### config.mk
export PLATFORM = sky130hd
export DESIGN_NAME = irq_chain_unit
export DESIGN_NICKNAME = d
export VERILOG_FILES = /design/src/rtl/irq_chain_pkg.sv /design/src/rtl/ret_decoder.sv /design/src/rtl/svc_fsm.sv /design/src/rtl/vec_reg.sv /design/src/rtl/irq_chain_unit.sv
export SDC_FILE = /design/constraint.sdc
export NUM_CORES = 1
export LEC_CHECK = 0
export CAP_MARGIN = 25
export CORE_MARGIN = 5
export CORE_UTILIZATION = 36
export DETAILED_ROUTE_END_ITERATION = 10
export MAX_ROUTING_LAYER = met4
export PLACE_DENSITY = 0.8
export SLEW_MARGIN = 15
export SYNTH_ARGS = -nofsm -noshare
export SYNTH_HDL_FRONTEND = slang
export SYNTH_HIERARCHICAL = 1
export SYNTH_SLANG_ARGS = --single-unit
export TNS_END_PERCENT = 20
### constraint.sdc
create_clock -name clk -period 2.4 [get_ports clk]
set_input_delay 0.6 -clock clk [delete_from_list [all_inputs] [get_ports clk]]
set_output_delay 0.6 -clock clk [all_outputs]
set_load 0.02 [all_outputs]
### src/rtl/irq_chain_pkg.sv
package irq_chain_pkg;
    typedef enum logic [1:0] {
        SVC_IDLE,
        SVC_PEND,
        SVC_ACTIVE
    } svc_state_t;

    typedef enum logic {
        DEC_IDLE,
        DEC_GOT_PREFIX
    } dec_state_t;
endpackage

### src/rtl/ret_decoder.sv
module ret_decoder
    import irq_chain_pkg::*;
#(
    parameter int DATA_W = 8,
    parameter logic [DATA_W-1:0] PREFIX_BYTE = 8'hED,
    parameter logic [DATA_W-1:0] RETURN_BYTE = 8'h4D
) (
    input  logic              clk,
    input  logic              rst_n,
    input  logic              fetch,
    input  logic [DATA_W-1:0] data_in,
    output logic              ret_hit
);
    dec_state_t state_q, state_d;

    always_ff @(posedge clk) begin
        if (!rst_n) state_q <= DEC_IDLE;
        else        state_q <= state_d;
    end

    always_comb begin
        state_d = state_q;
        unique case (state_q)
            DEC_IDLE:
                if (fetch && data_in == PREFIX_BYTE) state_d = DEC_GOT_PREFIX;
            DEC_GOT_PREFIX:
                if (fetch) state_d = DEC_IDLE;
            default: state_d = DEC_IDLE;
        endcase
    end

    always_comb begin
        ret_hit = 1'b0;
        unique case (state_q)
            DEC_IDLE:       ret_hit = 1'b0;
            DEC_GOT_PREFIX: ret_hit = fetch && (data_in == RETURN_BYTE);
            default:        ret_hit = 1'b0;
        endcase
    end
endmodule

### src/rtl/svc_fsm.sv
module svc_fsm
    import irq_chain_pkg::*;
(
    input  logic       clk,
    input  logic       rst_n,
    input  logic       chain_in,
    input  logic       dev_req,
    input  logic       iack,
    input  logic       ret_hit,
    output svc_state_t state,
    output logic       irq_n,
    output logic       chain_out,
    output logic       grant
);
    svc_state_t state_q, state_d;

    always_ff @(posedge clk) begin
        if (!rst_n) state_q <= SVC_IDLE;
        else        state_q <= state_d;
    end

    always_comb begin
        state_d = state_q;
        unique case (state_q)
            SVC_IDLE:   if (dev_req)             state_d = SVC_PEND;
            SVC_PEND:   if (iack && chain_in)    state_d = SVC_ACTIVE;
            SVC_ACTIVE: if (ret_hit && chain_in) state_d = SVC_IDLE;
            default:                             state_d = SVC_IDLE;
        endcase
    end

    always_comb begin
        irq_n     = 1'b1;
        chain_out = 1'b0;
        grant     = 1'b0;
        unique case (state_q)
            SVC_IDLE:   chain_out = chain_in;
            SVC_PEND: begin
                irq_n = !chain_in;
                grant = iack && chain_in;
            end
            SVC_ACTIVE: chain_out = 1'b0;
            default:    chain_out = 1'b0;
        endcase
    end

    assign state = state_q;
endmodule

### src/rtl/vec_reg.sv
module vec_reg #(
    parameter int DATA_W = 8,
    parameter logic [DATA_W-1:0] VEC_RESET = '0
) (
    input  logic              clk,
    input  logic              rst_n,
    input  logic              wr,
    input  logic [DATA_W-1:0] wdata,
    output logic [DATA_W-1:0] q
);
    always_ff @(posedge clk) begin
        if (!rst_n)  q <= VEC_RESET;
        else if (wr) q <= wdata;
    end
endmodule

### src/rtl/irq_chain_unit.sv
module irq_chain_unit
    import irq_chain_pkg::*;
#(
    parameter int DATA_W = 8,
    parameter logic [DATA_W-1:0] VEC_RESET = '0,
    parameter logic [DATA_W-1:0] PREFIX_BYTE = 8'hED,
    parameter logic [DATA_W-1:0] RETURN_BYTE = 8'h4D
) (
    input  logic              clk,
    input  logic              rst_n,
    input  logic              chain_in,
    output logic              chain_out,
    input  logic              dev_req,
    output logic              irq_n,
    input  logic              iack,
    input  logic              fetch,
    input  logic [DATA_W-1:0] data_in,
    output logic [DATA_W-1:0] vec_out,
    output logic              vec_oe,
    input  logic              vec_wr,
    input  logic [DATA_W-1:0] vec_wdata
);
    logic              ret_hit;
    logic              grant;
    logic [DATA_W-1:0] vec_q;
    svc_state_t        svc_state;

    ret_decoder #(
        .DATA_W(DATA_W), .PREFIX_BYTE(PREFIX_BYTE), .RETURN_BYTE(RETURN_BYTE)
    ) u_dec (
        .clk(clk), .rst_n(rst_n), .fetch(fetch), .data_in(data_in), .ret_hit(ret_hit)
    );

    svc_fsm u_svc (
        .clk(clk), .rst_n(rst_n), .chain_in(chain_in), .dev_req(dev_req),
        .iack(iack), .ret_hit(ret_hit), .state(svc_state), .irq_n(irq_n),
        .chain_out(chain_out), .grant(grant)
    );

    vec_reg #(.DATA_W(DATA_W), .VEC_RESET(VEC_RESET)) u_vec (
        .clk(clk), .rst_n(rst_n), .wr(vec_wr), .wdata(vec_wdata), .q(vec_q)
    );

    assign vec_oe  = grant;
    assign vec_out = grant ? vec_q : '0;
endmodule

# ---- Word level (Yosys, flattened, before mapping)
# Index checks and enable logic that the tools add are counted.
dict set report classes {
  eq_ne 7
  n_mux 12
  n_bitwise 1
  n_reduce_logical 7
}
# operator n
set op_table {}
lappend op_table {{== test 8 x 7 -> 1 bit (second input constant)} 1}
lappend op_table {{== test 8 bit (second input constant)} 1}
lappend op_table {{2-to-1 mux 8 bit} 1}
lappend op_table {{2-to-1 mux 2 bit} 3}
lappend op_table {{one-hot mux 2 bit (3 select lines)} 1}
lappend op_table {{2-to-1 mux 1 bit} 5}
lappend op_table {{logical AND 1 bit} 4}
lappend op_table {{inequality test 2 x 1 -> 1 bit (second input constant)} 2}
lappend op_table {{one-hot mux 1 bit (2 select lines)} 2}
lappend op_table {{AND reduction 3 bit} 1}
lappend op_table {{== test 2 x 1 -> 1 bit (second input constant)} 1}
lappend op_table {{== test 2 bit (second input constant)} 1}
lappend op_table {{logical NOT 2 bit} 1}
lappend op_table {{inequality test 2 bit (second input constant)} 1}
lappend op_table {{logical NOT 1 bit} 1}
lappend op_table {{NOT 1 bit} 1}
dict set report word_totals {
  ff_bits 11
  in_bits 23
  out_inout_bits 11
  elab_cells 30
}

# ---- Depth between registers and ports, before layout
dict set report logic_depth {
  word_depth 6
  mapped_depth 5
  mapped_depth_nobuf 5
}

# ---- Cells and area by module
# The synthesis kept the hierarchy.
# mod n_inst cells_each area_per_inst_um2 seq_area_each_um2
set by_module_without_submodules {}
lappend by_module_without_submodules {vec_reg 1 25 301.5 160.2}
lappend by_module_without_submodules {svc_fsm 1 10 96.3 40.0}
lappend by_module_without_submodules {ret_decoder 1 7 70.1 20.0}
lappend by_module_without_submodules {irq_chain_unit 1 8 50.0 0.0}

# ---- Least setup slack after synthesis
# No wires, ideal clock.
dict set report synth_path {
  kind {input to output}
  start {in chain_in}
  end {out vec_out[0]}
  t_arrival_ns 1.283
  t_required_ns 1.800
  path_slack_ns 0.517
  cell_stages 2
  path_buffers 0
  cell_sequence {and4_1 -> and2_1}
}
dict set report synth_via {
  elab_chain_cells 3
}
# element line
set synth_lines {}
lappend synth_lines {{start: declaration} irq_chain_unit.sv:11} ;# input logic chain_in,
lappend synth_lines {{logical AND 1 bit} svc_fsm.sv:40} ;# grant = iack && chain_in;
lappend synth_lines {{2-to-1 mux 1 bit} svc_fsm.sv:36} ;# unique case (state_q)
lappend synth_lines {{2-to-1 mux 8 bit} irq_chain_unit.sv:45} ;# assign vec_out = grant ? vec_q : '0;
lappend synth_lines {{end: declaration} irq_chain_unit.sv:18} ;# output logic [DATA_W-1:0] vec_out,
# No other way between the ends.

# ---- Worst setup path in the final report
dict set report layout_path {
  start {in iack}
  end {out vec_out[6]}
}
dict set report layout_via {
  elab_chain_cells 3
}
# element line
set layout_lines {}
lappend layout_lines {{start: declaration} irq_chain_unit.sv:15} ;# input logic iack,
lappend layout_lines {{logical AND 1 bit} svc_fsm.sv:40}
lappend layout_lines {{2-to-1 mux 1 bit} svc_fsm.sv:36}
lappend layout_lines {{2-to-1 mux 8 bit} irq_chain_unit.sv:45}
# No other way between the ends.

==> impl_metrics.py <==
metrics = {
    "critical_path": {
        "arrival_ns": 1.75,
        "rr_startpoint": "u_svc/state[1]$_SDFFE_PN0P_",
        "cp-start-kind": "input pin",
        "crit_path_max_fanout": 10,
        "crit_slowest_cell": "clkdlybuf4s50_1",
        "reg2reg_depth": 3,
        "path_cells": "clkdlybuf4s50_1, and4_4, and2_1, clkdlybuf4s15_2",
        "reg2reg_slack_ns": 1.49,
        "critPathKind": "input pin to output pin",
        "required_ns": 1.80,
        "r2r_end": "u_svc/state[1]$_SDFFE_PN0P_",
        "endpoint_kind": "output pin",
        "critPathMaxStageDelay_ns": 0.48,
    },
    "power": {
        "comb_power_share_pct": 19.7,
        "power.density_nw_per_um2": 467.4,
        "p_sw_share_pct": 23.09,
        "switching_power_uw": 92.50,
        "power.internal_uw": 308.1,
        "clkPwrFrac_pct": 30.7,
        "p_leak_uw": 0.0003548,
        "vdd_drop_max_mv": 0.2406,
        "seqPwrFrac_pct": 49.5,
    },
    "placed_design": {
        "dp_worst_setup_slack_ns": -0.4309,
        "numPortBuffers": 33,
        "hpwl_um": 1017,
        "place_congestion": 0.6708,
        "dp.cells": 98,
        "postPlaceCellArea_um2": 863.3,
    },
    "clock_tree": {
        "postCtsSetupBuffers": 0,
        "cts_tree": "done",
        "ctsHoldBuffers": 0,
        "htreeDepth": 1,
        "root_buffer": "clkbuf_4",
        "clk_pin_slew_ns": 0.06,
        "ctsLongestPathBuffers": 2,
        "clock-sinks": 11,
        "clk_latency_ns": 0.26,
        "cts_buffers": 3,
    },
    "min_path": {
        "min_path_type": "register to register",
        "min_to": "u_dec/state_q$_SDFF_PN0_",
        "hold_depth": 2,
        "min_from": "u_dec/state_q$_SDFF_PN0_",
    },
    "timing": {
        "fin_setup_tns_ns": 0,
        "hold_violations": 0,
        "max_slew_margin_pct": 68.88,
        "fmax_mhz": 424.9,
        "finalClockSkew_ns": 0.004058,
        "setup_slack_ns": 0.04651,
        "max_slew.worst_pin.slew_ns": 0.4654,
        "fin_crit_ns": 2.353,
        "period_share_pct": 98.06,
        "rsz0062_at_grt": "false",
        "finalMaxSlewViolations": 0,
        "setup_viol": 0,
    },
    "yosys": {
        "syn_area_um2": 518.0,
        "yosysSeqAreaShare_pct": 42.51,
        "avgSynthCellArea_um2": 10.36,
        "postSynthCellCount": 50,
        "ys_ff_latch": 11,
        "synth.net_count": 73,
        "synth_cell_type_count": 18,
        "synth_warnings": 6,
    },
    "flow_run": {
        "maxCapViolations": 0,
    },
    "route": {
        "wl_per_cell_um": 12.63,
        "antenna_left": 0,
        "dr.first_iter.drc_count": 6,
        "wirelength_um": 1288,
        "vias": 504,
        "drtPass1Iterations": 2,
        "viasPerCell": 4.941,
        "post-route-drc-count": 0,
    },
    "global_route": {
        "grt_pass1_wl_um": 2035,
        "grt_overflow_total": 0,
        "grt_max_degree": 13,
        "track_usage_pct": 13.05,
        "grt_pass1_vias": 505,
        "antenna_found_initial": 0,
    },
    "floorplanning": {
        "core_area_um2": 1334,
        "initial_core_util_pct": 38.84,
        "fp.dieH_um": 47.93,
        "pin_count": 34,
        "die_w_um": 47.93,
        "rows": 13,
        "dieArea_um2": 2297,
    },
    "finish": {
        "layout_common_cells": "clkdlybuf4s50_1, dfxtp_1, and2_1, mux2i_1, nor2b_1",
        "area_delta_synth_final_pct": 65.46,
        "final_common_cell": "clkdlybuf4s50_1",
        "drive_gt1_share_pct": 17.24,
        "num-nets-final": 111,
        "final_area_um2": 857.1,
        "fin_cells": 102,
        "diodes": 0,
    },
    "run_status": {
        "status": "complete, no violations",
    },
}
## routing by layer
layer	up-vias	share of wire, %	track usage (%)
met5	-	0	-
met4	0	1.6	6.452
met3	4	13	3.759
met2	30	44	21.90
met1	220	41	13.81
li1	250	-	-
## flip-flops by register name, indices dropped and copies added (netlist names)
register	cells
u_vec/q	8
u_svc/state	2
u_dec/state_q	1
## through the flow
stage	hold slack (ns)	power [uW]	utilization [%]
floorplan	0.4490	232.4	-
global placement	0.4620	283.4	64.73
detailed placement	0.4765	285.3	64.73
CTS	0.4856	407.3	67.07
global route	0.5167	423.5	64.26
finish	0.4862	400.6	64.26
## cell type report
class	instances	area (um^2)
Inverter	1	3.754
Fill cell	132	476.7
Sequential cell	11	220.2
Timing Repair Buffer	34	302.8
Multi-Input combinational cell	37	285.3
Clock buffer	4	26.28
Tap cell	15	18.77
## what timing repair did
action | CTS | global route
endpoints found under the hold margin | 0 | 0
resized for setup | 26 | 9
endpoints found under the setup margin | 11 | 7
gates cloned | 0 | 0
pin swaps | 0 | 1
## synthesized netlist by cell type
cell type / instances / share of area (%)
o21a_1: 1 / 1.4
nor3b_1: 1 / 1.4
inv_1: 1 / 0.72
mux2i_1: 8 / 15
nor4bb_1: 1 / 1.9
dfxtp_1: 11 / 43
nand4b_1: 1 / 1.7
o2111a_1: 1 / 2.2
o22ai_1: 1 / 1.2
nor4b_2: 1 / 2.9
nand3_1: 2 / 1.9
and2_1: 8 / 9.7
buf_6: 1 / 2.2
nand2_1: 1 / 0.72
nand4_1: 1 / 1.2
nor2b_1: 8 / 9.7
a211oi_1: 1 / 1.4
and4_1: 1 / 1.7
## critical path, delay by kind of cell
family                 cells  cell delay (ns)
AND/OR/NAND/NOR            2             0.41
buffers and inverters      2             0.73
## cells by family after synthesis
kind of cell,after synthesis,share of synthesized area (%)
AO/OA/AOI/OAI,4,6.282
buffers and inverters,2,2.898
flip-flops,11,42.51
multiplexers,8,15.46
AND/OR/NAND/NOR,25,32.85
## power groups by stage
stage | registers (uW) | clock network, uW | logic [uW]
6_report | 198 | 123 | 79.1
5_1_grt | 200 | 138 | 85.5
4_1_cts | 198 | 128 | 81.3
3_5_place_dp | 202 | 0 | 82.8
3_3_place_gp | 202 | 0 | 81.4
2_1_floorplan | 201 | 0 | 31.5
## worst max-delay path by stage
stage | start | end | slack, ns | cells after the start
2_1_floorplan | chain_in | vec_out[0] | 0.52 | 2
3_3_place_gp | chain_in | vec_out[2] | -0.40 | 4
3_5_place_dp | iack | vec_out[6] | -0.43 | 4
4_1_cts | iack | vec_out[1] | 0.0002 | 4
5_1_grt | iack | vec_out[6] | 0.004 | 4
6_report | iack | vec_out[6] | 0.05 | 4
No activity file was read; power rests on OpenSTA's default activity.
